**src/rtl/dcadc_pkg.sv**
```systemverilog
package dcadc_pkg;

    typedef enum logic [1:0] {
        CV_IDLE  = 2'd0,
        CV_SHIFT = 2'd1,
        CV_DONE  = 2'd2
    } cv_state_e;

    function automatic logic [3:0] add3_if_big(input logic [3:0] nib);
        return (nib >= 4'd5) ? nib + 4'd3 : nib;
    endfunction

endpackage

```
**src/rtl/dc_window.sv**
```systemverilog
module dc_window #(
    parameter int N  = 2000,
    parameter int CW = $clog2(N + 1)
) (
    input  logic          clk,
    input  logic          rst_n,
    input  logic          cmp_in,
    output logic          duty_o,
    output logic          win_end_o,
    output logic [CW-1:0] snap_o
);
    localparam logic [CW-1:0] LAST = CW'(N - 1);

    logic [CW-1:0] win_cnt;
    logic [CW-1:0] acc;
    logic [CW-1:0] duty_ext;

    assign duty_ext  = {{(CW-1){1'b0}}, duty_o};
    assign win_end_o = (win_cnt == LAST);
    assign snap_o    = acc + duty_ext;

    always_ff @(posedge clk) begin
        if (!rst_n) begin
            duty_o  <= 1'b0;
            win_cnt <= '0;
            acc     <= '0;
        end else begin
            duty_o <= cmp_in;
            if (win_end_o) begin
                win_cnt <= '0;
                acc     <= '0;
            end else begin
                win_cnt <= win_cnt + 1'b1;
                acc     <= acc + duty_ext;
            end
        end
    end

    // gated pulses can never outnumber clocks elapsed in the window
    assert_acc_bound_R2: assert property (@(posedge clk) disable iff (!rst_n)
        acc <= win_cnt);

    // switch bit follows the comparator by one edge
    assert_duty_delay_R1: assert property (@(posedge clk) disable iff (!rst_n)
        rst_n && $past(rst_n) |-> duty_o == $past(cmp_in));
endmodule

```
**src/rtl/dc_bcd.sv**
```systemverilog
module dc_bcd
    import dcadc_pkg::*;
#(
    parameter int N      = 2000,
    parameter int CW     = $clog2(N + 1),
    parameter int DIGITS = 4
) (
    input  logic                clk,
    input  logic                rst_n,
    input  logic                load_i,
    input  logic [CW-1:0]       bin_i,
    input  logic                neg_i,
    output logic                ready_o,
    output logic [4*DIGITS-1:0] bcd_o,
    output logic                neg_o,
    output logic                ovr_o
);
    localparam int            BW      = 4 * DIGITS;
    localparam int            KW      = $clog2(CW + 1);
    localparam logic [KW-1:0] KLAST   = KW'(CW - 1);
    localparam logic [CW-1:0] FULL    = CW'(N);
    localparam logic [3:0]    MAX_MSD = 4'(N / 1000);

    cv_state_e     state, nxt;
    logic [CW-1:0] shreg;
    logic [KW-1:0] step;
    logic [BW-1:0] adj;

    genvar g;
    generate
        for (g = 0; g < DIGITS; g++) begin : g_adj
            assign adj[g*4 +: 4] = add3_if_big(bcd_o[g*4 +: 4]);
        end
    endgenerate

    always_comb begin
        nxt = state;
        unique case (state)
            CV_IDLE:  if (load_i) nxt = CV_SHIFT;
            CV_SHIFT: if (step == KLAST) nxt = CV_DONE;
            CV_DONE:  nxt = CV_IDLE;
            default:  nxt = CV_IDLE;
        endcase
    end

    always_ff @(posedge clk) begin
        if (!rst_n) state <= CV_IDLE;
        else        state <= nxt;
    end

    always_ff @(posedge clk) begin
        if (!rst_n) begin
            shreg <= '0;
            step  <= '0;
            bcd_o <= '0;
            neg_o <= 1'b0;
            ovr_o <= 1'b0;
        end else begin
            unique case (state)
                CV_IDLE: if (load_i) begin
                    shreg <= bin_i;
                    step  <= '0;
                    bcd_o <= '0;
                    neg_o <= neg_i;
                    ovr_o <= (bin_i >= FULL);
                end
                CV_SHIFT: begin
                    bcd_o <= {adj[BW-2:0], shreg[CW-1]};
                    shreg <= shreg << 1;
                    step  <= step + 1'b1;
                end
                default: ;
            endcase
        end
    end

    assign ready_o = (state == CV_DONE);

    // every finished digit is decimal and the top digit is bounded
    assert_digit_legal_R3: assert property (@(posedge clk) disable iff (!rst_n)
        ready_o |-> (bcd_o[BW-1 -: 4] <= MAX_MSD) && (bcd_o[11:8] <= 4'd9)
                    && (bcd_o[7:4] <= 4'd9) && (bcd_o[3:0] <= 4'd9));

    // a new window never arrives while a conversion is in flight
    assert_no_overlap_R2: assert property (@(posedge clk) disable iff (!rst_n)
        state != CV_IDLE |-> !load_i);
endmodule

```
**src/rtl/dc_port.sv**
```systemverilog
module dc_port #(
    parameter int DIGITS = 4
) (
    input  logic                clk,
    input  logic                rst_n,
    input  logic                start_i,
    input  logic                ready_i,
    input  logic [4*DIGITS-1:0] bcd_i,
    input  logic                neg_i,
    input  logic                ovr_i,
    input  logic                dle_i,
    input  logic [1:0]          addr_i,
    output logic [3:0]          digit_o,
    output logic                sign_o,
    output logic                ovf_o,
    output logic                cc_o
);
    localparam int BW = 4 * DIGITS;

    logic          pending;
    logic          xfer;
    logic [BW-1:0] lat;
    logic [1:0]    addr_hold;
    logic [1:0]    sel;

    assign xfer    = ready_i && (pending || start_i);
    assign sel     = dle_i ? addr_hold : addr_i;
    assign digit_o = lat[{sel, 2'b00} +: 4];

    always_ff @(posedge clk) begin
        if (!rst_n) begin
            pending   <= 1'b0;
            cc_o      <= 1'b0;
            lat       <= '0;
            sign_o    <= 1'b1;
            ovf_o     <= 1'b0;
            addr_hold <= '0;
        end else begin
            if (!dle_i) addr_hold <= addr_i;
            if (xfer) begin
                pending <= 1'b0;
                cc_o    <= 1'b1;
                lat     <= ovr_i ? {DIGITS{4'hE}} : bcd_i;
                sign_o  <= ~neg_i;
                ovf_o   <= ovr_i;
            end else if (start_i) begin
                pending <= 1'b1;
                cc_o    <= 1'b0;
            end
        end
    end

    assert_cc_falls_R7: assert property (@(posedge clk) disable iff (!rst_n)
        start_i && !ready_i |=> !cc_o);

    assert_xfer_sets_cc_R8: assert property (@(posedge clk) disable iff (!rst_n)
        ready_i && (pending || start_i) |=> cc_o);

    assert_latch_hold_R8: assert property (@(posedge clk) disable iff (!rst_n)
        !(ready_i && (pending || start_i)) |=> $stable(lat) && $stable(ovf_o) && $stable(sign_o));

    assert_overrange_code_R4: assert property (@(posedge clk) disable iff (!rst_n)
        ovf_o |-> lat == {DIGITS{4'hE}});

    assert_addr_frozen_R6: assert property (@(posedge clk) disable iff (!rst_n)
        dle_i && $past(dle_i) |-> sel == $past(sel));
endmodule

```
**src/rtl/dcadc_backend.sv**
```systemverilog
module dcadc_backend #(
    parameter int WINDOW = 2000
) (
    input  logic       clk,
    input  logic       rst_n,
    input  logic       cmp_in,
    input  logic       neg_in,
    input  logic       start,
    input  logic       dle,
    input  logic [1:0] addr,
    output logic       sw_o,
    output logic [3:0] digit_o,
    output logic       sign_o,
    output logic       ovf_o,
    output logic       cc_o
);
    localparam int CW     = $clog2(WINDOW + 1);
    localparam int DIGITS = 4;

    logic                win_end;
    logic [CW-1:0]       snap;
    logic                ready;
    logic [4*DIGITS-1:0] bcd;
    logic                neg_c;
    logic                ovr_c;

    dc_window #(.N(WINDOW), .CW(CW)) u_window (
        .clk      (clk),
        .rst_n    (rst_n),
        .cmp_in   (cmp_in),
        .duty_o   (sw_o),
        .win_end_o(win_end),
        .snap_o   (snap)
    );

    dc_bcd #(.N(WINDOW), .CW(CW), .DIGITS(DIGITS)) u_bcd (
        .clk    (clk),
        .rst_n  (rst_n),
        .load_i (win_end),
        .bin_i  (snap),
        .neg_i  (neg_in),
        .ready_o(ready),
        .bcd_o  (bcd),
        .neg_o  (neg_c),
        .ovr_o  (ovr_c)
    );

    dc_port #(.DIGITS(DIGITS)) u_port (
        .clk    (clk),
        .rst_n  (rst_n),
        .start_i(start),
        .ready_i(ready),
        .bcd_i  (bcd),
        .neg_i  (neg_c),
        .ovr_i  (ovr_c),
        .dle_i  (dle),
        .addr_i (addr),
        .digit_o(digit_o),
        .sign_o (sign_o),
        .ovf_o  (ovf_o),
        .cc_o   (cc_o)
    );
endmodule

```
**config.mk**
```make
export PLATFORM = sky130hd
export DESIGN_NAME = dcadc_backend
export DESIGN_NICKNAME = d
export VERILOG_FILES = /design/src/rtl/dcadc_pkg.sv /design/src/rtl/dc_window.sv /design/src/rtl/dc_bcd.sv /design/src/rtl/dc_port.sv /design/src/rtl/dcadc_backend.sv
export SDC_FILE = /design/constraint.sdc
export NUM_CORES = 1
export LEC_CHECK = 0
export BUFFER_PORTS_ARGS = -buffer_cell sky130_fd_sc_hd__buf_2
export CORE_ASPECT_RATIO = 1.5
export CORE_MARGIN = 2
export CORE_UTILIZATION = 55
export CTS_CLUSTER_DIAMETER = 120
export CTS_CLUSTER_SIZE = 20
export DETAILED_ROUTE_END_ITERATION = 10
export PLACE_DENSITY = 0.78
export SETUP_SLACK_MARGIN = 0.2
export SLEW_MARGIN = 20
export SYNTH_ARGS = -nofsm -noshare
export SYNTH_HDL_FRONTEND = slang
export SYNTH_SLANG_ARGS = --single-unit
```
**constraint.sdc**
```tcl
create_clock -name clk -period 2.1 [get_ports clk]
set_clock_uncertainty 0.2 [all_clocks]
set_input_delay 0.21 -clock clk [delete_from_list [all_inputs] [get_ports clk]]
set_output_delay 0.21 -clock clk [all_outputs]
set_load 0.005 [all_outputs]
```
==> results.sh, run 1 <==
export IMPL_antenna_found_initial=0
export IMPL_syn_cell_area_um2=3570
export IMPL_nets=457
export IMPL_crit_chain="mux2i_1, buf_4, mux4_2, buf_2"
export IMPL_synth_mux_area_share_pct=4.80
export IMPL_grt_pass1_vias=2873
export IMPL_synth_top_family_by_area="simple AND/OR/NAND/NOR gates"
export IMPL_dp_cells=485
export IMPL_finalCritPeriodShare_pct=95.3
export IMPL_layout_cells_non_filler=515
export IMPL_syn_area_per_cell_um2=8.84
export IMPL_htreeDepth=3
export IMPL_ys_ff_latch=80
export IMPL_clockBufferDepth=2
export IMPL_fill_cells=506
export IMPL_grt_pass1_wl_um=12600
export IMPL_drt_initial_drc_count=155
export IMPL_row_count=36
export IMPL_final_common_cell="dfxtp_1"
export IMPL_synth_edff_count=0
export IMPL_min_path_type="primary input to register"
export IMPL_slew_headroom_pct=60.4
export IMPL_tns_ns=0
export IMPL_synth_ff_type="dfxtp_1"
export IMPL_clockRootBuffer="clkbuf_8"
export IMPL_power_density_nw_per_um2=642
export IMPL_synth_warnings=0
export IMPL_final_area_um2=4260
export IMPL_clkSlewWorstSetupHoldPaths_ns=0.08
export IMPL_tightest_slew_ns=0.593
export IMPL_rsz0062_at_grt="yes"
export IMPL_final_cell_mix="dfxtp_1, nor2_1, nand2_1, nor3_1, a21oi_1"
export IMPL_viasPerCell=5.75
export IMPL_synth_yosys_seq_area_share_pct=44.9
export IMPL_finalHoldViolCount=0
export IMPL_synth_compound_area_share_pct=10.6
export IMPL_synth_simple_gate_area_share_pct=24.2
export IMPL_endpoint_kind="output pin"
export IMPL_synth_nets=426
export IMPL_max_freq_mhz=500
export IMPL_regArea_um2=1610
export IMPL_outcome="complete, no violations"
export IMPL_multi_input_area_um2=2000
export IMPL_cts_tree="done"
export IMPL_worstPathRequired_ns=1.69
export IMPL_cp_start_kind="register"
export IMPL_die_h_um=103
export IMPL_synthXorXnorAreaFrac_pct=6.38
export IMPL_dieArea_um2=7160
export IMPL_slew_viol_final=0
export IMPL_finalCriticalPeriod_ns=2.00
export IMPL_die_w_um=69.8
export IMPL_slowest_delay_ns=0.50
export IMPL_initial_core_util_pct=55.8
export IMPL_setup_viol=0
export IMPL_drive_gt1_share_pct=21.9
export IMPL_crit_slowest_cell="mux4_2"
export IMPL_async_reset_ff_share_pct=0
export IMPL_wire_per_inst_um=15.3
export IMPL_area_growth_syn_to_layout_pct=19.4
export IMPL_fp_coreArea_um2=6400
export IMPL_io_buffers=15
export IMPL_clock_sinks=80
export IMPL_detailedPlacementHpwl_um=5180
export IMPL_wl_um=7870
export IMPL_ys_types=40
export IMPL_antenna_left=0
export IMPL_maxCapViolCount=0
export IMPL_synth_fa_ha_area_share_pct=4.91
export IMPL_grt_max_degree=36
export IMPL_drt_pass1_iterations=4
export IMPL_overflow=0
export IMPL_whs_ns=0.0535
export IMPL_crit_fanout=5
export IMPL_worstSetupPathType="register to output pin"
export IMPL_grtUsageTotal_pct=22.5
export IMPL_syn_inst=404
export IMPL_num_antenna_cells=0
export IMPL_io_pins=16
export IMPL_clk_latency_ns=0.35
export IMPL_gp_congestion=0.840
export IMPL_vias=2959
export IMPL_place_area_um2=3790
export IMPL_arrival_ns=1.59
export IMPL_drc=0
export IMPL_leakage_uw=0.00166
export IMPL_peakVddDrop_uv=543
export IMPL_numCtsBuffers=9
export IMPL_r2r_slack_ns=0.21
report_power, final:
part           total (µW)  internal, µW  switching [µW]
clock                1100           570             532
combinational        93.3          43.2            50.1
sequential           1540          1530            10.0
through the flow:
stage | worst slack (ns) | power, µW | utilization, %
4_1_cts | 0.0759 | 2740 | 63.9
3_5_place_dp | 0.0955 | 1650 | 59.3
2_1_floorplan | 0.106 | 1620 | -
5_1_grt | -0.0116 | 2830 | 66.6
3_3_place_gp | 0.136 | 1650 | 59.3
6_report | 0.0987 | 2730 | 66.6
sequential cells by signal (all words and copies together) (netlist names), 2 cells and up:
register          cells
u_bcd.shreg          11
u_window.win_cnt     11
u_port.lat           16
u_port.addr_hold      2
u_window.acc         11
u_bcd.step            4
u_bcd.bcd_o          16
u_bcd.state           2
critical path, delay by kind of cell, from the launching register on:
family                 cells  cell delay (ns)
multiplexers               2             0.62
buffers and inverters      2             0.32
flip-flops                 1             0.30
metal layers:
metal,global-route usage [%],share of wire (%)
met1,23.0,40
met2,41.0,54
met3,6.16,3.0
met4,13.5,3.1
met5,0,0
cell families after synthesis:
kind of cell,count (synthesis)
simple gates,179
flops,80
compound gates,58
buf+inv,35
xor+xnor,26
fa+ha+maj,14
mux,12
path summary, 6_finish.rpt:
check,endpoint,startpoint,depth (start not counted)
max,digit_o[1],u_port.addr_hold[0],4
min reg2reg,u_port.lat[4],u_port.lat[4],2
min,u_port.addr_hold[0],addr[0],4
max reg2reg,u_bcd.ovr_o,u_window.win_cnt[0],6
cells in the mapped netlist, drive strengths merged, types with 3 or more instances:
library cell | instances | area share (%)
xnor2 | 12 | 2.9
buf | 8 | 1.4
nand2 | 30 | 3.2
a22oi | 14 | 2.9
dfxtp | 80 | 45
xor2 | 14 | 3.4
a21oi | 22 | 3.1
nor3 | 31 | 4.5
and3 | 11 | 1.9
mux4 | 4 | 2.5
nor2b | 5 | 0.88
a222oi | 7 | 2.0
nand4 | 4 | 0.70
a31oi | 3 | 0.70
inv | 11 | 1.2
or3 | 6 | 1.1
nand2b | 7 | 1.2
o21ai | 9 | 1.3
nor2 | 60 | 6.3
clkbuf | 16 | 1.7
nand3 | 13 | 1.8
or2 | 3 | 0.53
ha | 14 | 4.9
mux2i | 7 | 2.0
layout make-up:
cell class	instances	share of cell area [%]
Timing Repair Buffer	43	7.66
Inverter	11	0.969
Clock inverter	4	1.06
Multi-Input combinational cell	290	46.9
Sequential cell	80	37.8
Clock buffer	11	3.32
Tap cell	76	2.23
timing repair:
action,CTS,global route
hold buffers,3,0
resized for setup,10,28
setup endpoints to repair,30,31
pin swaps,2,13
hold endpoints to repair,4,0
cloned,1,1
setup buffers,5,5
(Power assumes the default switching activity.)
==> run 2: changes to the inputs <==
--- a/config.mk
+++ b/config.mk
@@ -6,13 +6,13 @@
 export NUM_CORES = 1
 export LEC_CHECK = 0
 export BUFFER_PORTS_ARGS = -buffer_cell sky130_fd_sc_hd__buf_2
-export CORE_ASPECT_RATIO = 1.5
 export CORE_MARGIN = 2
-export CORE_UTILIZATION = 55
+export CORE_UTILIZATION = 57
+export CTS_BUF_LIST = sky130_fd_sc_hd__clkbuf_8
 export CTS_CLUSTER_DIAMETER = 120
 export CTS_CLUSTER_SIZE = 20
 export DETAILED_ROUTE_END_ITERATION = 10
-export PLACE_DENSITY = 0.78
+export PLACE_DENSITY = 0.81
 export SETUP_SLACK_MARGIN = 0.2
 export SLEW_MARGIN = 20
 export SYNTH_ARGS = -nofsm -noshare
==> results.sh, run 2 (synthesis gave the netlist of run 1 again) <==
export IMPL_grtUsageTotal_pct=22.6
export IMPL_regArea_um2=1610
export IMPL_r2r_end="u_bcd.shreg[8]"
export IMPL_finalCritPeriodShare_pct=95.5
export IMPL_min_path_type="primary input to register"
export IMPL_slew_viol_final=0
export IMPL_peakVddDrop_uv=555
export IMPL_arrival_ns=1.59
export IMPL_num_antenna_cells=0
export IMPL_worstSetupPathType="register to output pin"
export IMPL_cp_start_kind="register"
export IMPL_clockRootBuffer="clkbuf_8"
export IMPL_hold_path_startpoint="addr[1]"
export IMPL_vias=2988
export IMPL_crit_fanout=5
export IMPL_viasPerCell=5.89
export IMPL_fp_coreArea_um2=5990
export IMPL_endpoint_kind="output pin"
export IMPL_worst_slack_ns=0.0955
export IMPL_layout_cells_non_filler=507
export IMPL_clk_latency_ns=0.34
export IMPL_wl_um=7740
export IMPL_min_path_cells=3
export IMPL_final_cell_mix="dfxtp_1, nor2_1, nand2_1, nor3_1, a21oi_1"
export IMPL_antenna_found_initial=0
export IMPL_clkSlewWorstSetupHoldPaths_ns=0.08
export IMPL_slew_headroom_pct=62.9
export IMPL_drt_initial_drc_count=273
export IMPL_setup_viol=0
export IMPL_drc=0
export IMPL_grt_max_degree=42
export IMPL_cts_tree="done"
export IMPL_dp_slack_ns=0.140
export IMPL_worstPathRequired_ns=1.69
export IMPL_r2r_start="u_window.win_cnt[5]"
export IMPL_final_common_cell="dfxtp_1"
export IMPL_rsz0062_at_grt="yes"
export IMPL_maxCapViolCount=0
export IMPL_leakage_uw=0.00163
export IMPL_power_density_nw_per_um2=687
export IMPL_die_h_um=83.1
export IMPL_fill_cells=436
export IMPL_rr_worst_depth=5
export IMPL_nets=450
export IMPL_drt_pass1_iterations=5
export IMPL_io_pins=16
export IMPL_grt_pass1_wl_um=13000
export IMPL_wire_per_inst_um=15.3
export IMPL_clockBufferDepth=2
export IMPL_htreeDepth=3
export IMPL_outcome="complete, no violations"
export IMPL_io_buffers=15
export IMPL_gp_congestion=0.775
export IMPL_finalHoldViolCount=0
export IMPL_antenna_left=0
export IMPL_area_growth_syn_to_layout_pct=17.2
export IMPL_min_to="u_port.addr_hold[1]"
export IMPL_overflow=0
export IMPL_initial_core_util_pct=59.6
export IMPL_multi_input_area_um2=1950
export IMPL_max_freq_mhz=499
export IMPL_whs_ns=0.0106
export IMPL_finalCriticalPeriod_ns=2.00
export IMPL_clock_sinks=80
export IMPL_top_regs="u_bcd.bcd_o x16, u_port.lat x16"
export IMPL_die_w_um=83.1
export IMPL_detailedPlacementHpwl_um=5120
export IMPL_dieArea_um2=6910
export IMPL_r2r_slack_ns=0.14
export IMPL_row_count=28
export IMPL_numCtsBuffers=9
export IMPL_tightest_slew_ns=0.556
export IMPL_drive_gt1_share_pct=19.9
export IMPL_dp_cells=483
export IMPL_grt_pass1_vias=2877
-- run 2: routing by layer --
layer	part of all wire, %	track usage [%]	vias up
met1	46	29.8	1439
met3	4.4	4.47	5
met2	49	37.0	83
met5	0	0	-
li1	-	-	1461
met4	0.76	8.20	0
-- run 2: worst max-delay path by stage --
stage	to	from	depth (start not counted)
after floorplan	u_bcd.ovr_o	u_window.win_cnt[0]	8
after global placement	u_bcd.bcd_o[10]	u_window.win_cnt[0]	7
after detailed placement	u_bcd.bcd_o[6]	u_window.win_cnt[0]	7
after CTS	digit_o[1]	u_port.addr_hold[0]	4
after global routing	digit_o[2]	u_port.addr_hold[0]	4
final	digit_o[1]	u_port.addr_hold[0]	4
-- run 2: final cells by class --
class                           count  area share [%]
Inverter                           11           0.987
Multi-Input combinational cell    290            46.7
Sequential cell                    80            38.5
Timing Repair Buffer               36            6.34
Tap cell                           75            2.24
Clock inverter                      5            1.94
Clock buffer                       10            3.29
-- run 2: per-stage QoR --
| stage | utilization, % | setup TNS [ns] | cell area, µm² | power (µW) |
|---|---|---|---|---|
| 6_report | 69.8 | 0 | 4180 | 2870 |
| 5_1_grt | 69.8 | -0.00161 | 4180 | 2940 |
| 4_1_cts | 68.0 | 0 | 4070 | 2880 |
| 3_5_place_dp | 63.0 | 0 | 3770 | 1650 |
| 3_3_place_gp | 63.0 | 0 | 3770 | 1640 |
| 2_1_floorplan | - | 0 | 3610 | 1620 |
-- run 2: critical path: stages (launching register included) --
cell and delay [ns]:
dfxtp_1 0.31, mux2i_1 0.12, buf_4 0.18, mux4_2 0.50, buf_2 0.14
-- run 2: timing repair --
| action | CTS | global route |
|---|---|---|
| buffers inserted | 2 | 2 |
| setup endpoints to repair | 28 | 34 |
| endpoints found under the hold margin | 4 | 0 |
| gates resized for setup | 9 | 23 |
| hold buffers | 3 | 0 |
| cloned | 1 | 1 |
| pin swaps | 4 | 12 |
-- run 2: power by group --
part	leakage [µW]	internal [µW]	switching [µW]	total (µW)
combinational	0.000871	37.7	47.9	85.6
sequential	0.000648	1530	9.07	1540
clock	0.000114	698	550	1250
total	0.00163	2260	607	2870
==> run 3: changes to the inputs <==
--- a/config.mk
+++ b/config.mk
@@ -5,7 +5,7 @@
 export SDC_FILE = /design/constraint.sdc
 export NUM_CORES = 1
 export LEC_CHECK = 0
-export BUFFER_PORTS_ARGS = -buffer_cell sky130_fd_sc_hd__buf_2
+export BUFFER_PORTS_ARGS = -buffer_cell sky130_fd_sc_hd__clkbuf_2
 export CORE_MARGIN = 2
 export CORE_UTILIZATION = 57
 export CTS_BUF_LIST = sky130_fd_sc_hd__clkbuf_8
==> results.sh, run 3 (synthesis gave the netlist of run 1 again) <==
export IMPL_antenna_found_initial=0
export IMPL_endpoint_kind="output pin"
export IMPL_vias=2923
export IMPL_clockRootBuffer="clkbuf_8"
export IMPL_dp_slack_ns=0.129
export IMPL_numCtsBuffers=9
export IMPL_io_buffers=15
export IMPL_final_area_um2=4230
export IMPL_drive_gt1_share_pct=20.6
export IMPL_drc=0
export IMPL_crit_slowest_cell="mux4_2"
export IMPL_grt_pass1_wl_um=12600
export IMPL_r2r_slack_ns=0.25
export IMPL_leakage_uw=0.00163
export IMPL_dieArea_um2=6910
export IMPL_fp_coreArea_um2=5990
export IMPL_die_w_um=83.1
export IMPL_setup_viol=0
export IMPL_finalHoldViolCount=0
export IMPL_cts_tree="done"
export IMPL_outcome="complete, no violations"
export IMPL_die_h_um=83.1
export IMPL_clkSlewWorstSetupHoldPaths_ns=0.08
export IMPL_antenna_left=0
export IMPL_r2r_start="u_window.win_cnt[0]"
export IMPL_regArea_um2=1610
export IMPL_detailedPlacementHpwl_um=5120
export IMPL_tightest_slew_ns=0.600
export IMPL_crit_fanout=5
export IMPL_row_count=28
export IMPL_worst_slack_ns=0.106
export IMPL_fill_cells=425
export IMPL_finalCriticalPeriod_ns=1.99
export IMPL_route_met2_wl_um=3740
export IMPL_whs_ns=0.0481
export IMPL_drt_initial_drc_count=253
export IMPL_final_common_cell="dfxtp_1"
export IMPL_grtUsageTotal_pct=22.2
export IMPL_slowest_delay_ns=0.50
export IMPL_clk_latency_ns=0.36
export IMPL_top_layer_used="met4"
export IMPL_initial_core_util_pct=59.6
export IMPL_drt_pass1_iterations=6
export IMPL_slew_viol_final=0
export IMPL_max_freq_mhz=501
export IMPL_worstSetupPathType="register to output pin"
export IMPL_crit_chain="mux2i_1, buf_4, mux4_2, clkbuf_2"
export IMPL_top_regs="u_bcd.bcd_o x16, u_port.lat x16"
export IMPL_min_path_type="primary input to register"
export IMPL_viasPerCell=5.75
export IMPL_place_area_um2=3770
export IMPL_cp_start_kind="register"
export IMPL_arrival_ns=1.58
export IMPL_htreeDepth=3
export IMPL_grt_max_degree=31
export IMPL_io_pins=16
export IMPL_clockBufferDepth=2
export IMPL_gp_congestion=0.836
export IMPL_nets=450
export IMPL_wire_per_inst_um=15.3
export IMPL_overflow=0
export IMPL_wl_met1_um=3660
export IMPL_maxCapViolCount=0
export IMPL_final_cell_mix="dfxtp_1, nor2_1, nand2_1, nor3_1, a21oi_1"
export IMPL_clock_sinks=80
export IMPL_rsz0062_at_grt="yes"
export IMPL_power_density_nw_per_um2=682
export IMPL_finalCritPeriodShare_pct=95.0
export IMPL_num_antenna_cells=0
export IMPL_worstPathRequired_ns=1.69
export IMPL_peakVddDrop_uv=473
export IMPL_hold_path_startpoint="addr[0]"
export IMPL_slew_headroom_pct=59.9
export IMPL_multi_input_area_um2=1990
export IMPL_grt_pass1_vias=2803
export IMPL_met3_length_um=260
export IMPL_power_total_uw=2880
export IMPL_area_growth_syn_to_layout_pct=18.4
export IMPL_wl_um=7780
export IMPL_critPathLaunch="u_port.addr_hold[0]"
export IMPL_crit_buf_inv=2
export IMPL_critical_path_top_delay_family="multiplexers"
## run 3: cell types whose count changed in the layout (fill, tap and decap cells not counted), sizes merged
cell,change
buf,-16
clkbuf,+14
clkinvlp,+2
dlygate4sd3,+1
## run 3: final cells by class
class / count / area share (%)
clock buffer: 9 / 2.93
clock inverter: 7 / 2.28
inverter: 11 / 0.977
multi-input combinational: 290 / 47.1
sequential: 80 / 38.1
tap: 75 / 2.22
timing repair buffer: 36 / 6.40
## run 3: per-stage QoR
stage | setup TNS, ns | instances | util [%]
after floorplan | 0 | 404 | -
after global placement | 0 | 482 | 62.9
after detailed placement | 0 | 482 | 62.9
after CTS | 0 | 503 | 68.0
after global routing | -0.00106 | 508 | 70.5
final | 0 | 508 | 70.5
## run 3: final timing paths
check | endpoint | cells past startpoint
setup reg to reg | u_bcd.ovr_o | 6
hold / removal | u_port.addr_hold[0] | 4
hold reg to reg | u_port.ovf_o | 2
setup / recovery | digit_o[2] | 4
## run 3: repair_timing
item	4_1_cts	5_1_grt
pin swaps	1	10
setup buffers	1	4
cloned	0	1
endpoints found under the setup margin	30	26
hold buffers	4	0
gates resized for setup	12	25
endpoints found under the hold margin	5	0
## run 3: worst reg2reg max path, delay by kind of cell (launching register included)
| kind | cells | cell delay, ns |
|---|---|---|
| DFF | 1 | 0.37 |
| AOI/OAI and AO/OA | 1 | 0.11 |
| adders and majority gates | 1 | 0.13 |
| and+or+nand+nor | 4 | 0.99 |
## run 3: routing by layer
layer | global-route usage, % | vias up
met5 | 0 | -
met4 | 10.1 | 0
met3 | 4.08 | 14
met2 | 36.9 | 64
met1 | 28.1 | 1391
li1 | - | 1454
## run 3: power breakdown
part / total, µW / internal (µW) / leakage, µW / switching (µW)
clock: 1250 / 671 / 0.000107 / 577
sequential: 1540 / 1530 / 0.000648 / 10.9
combinational: 92.9 / 43.4 / 0.000870 / 49.5
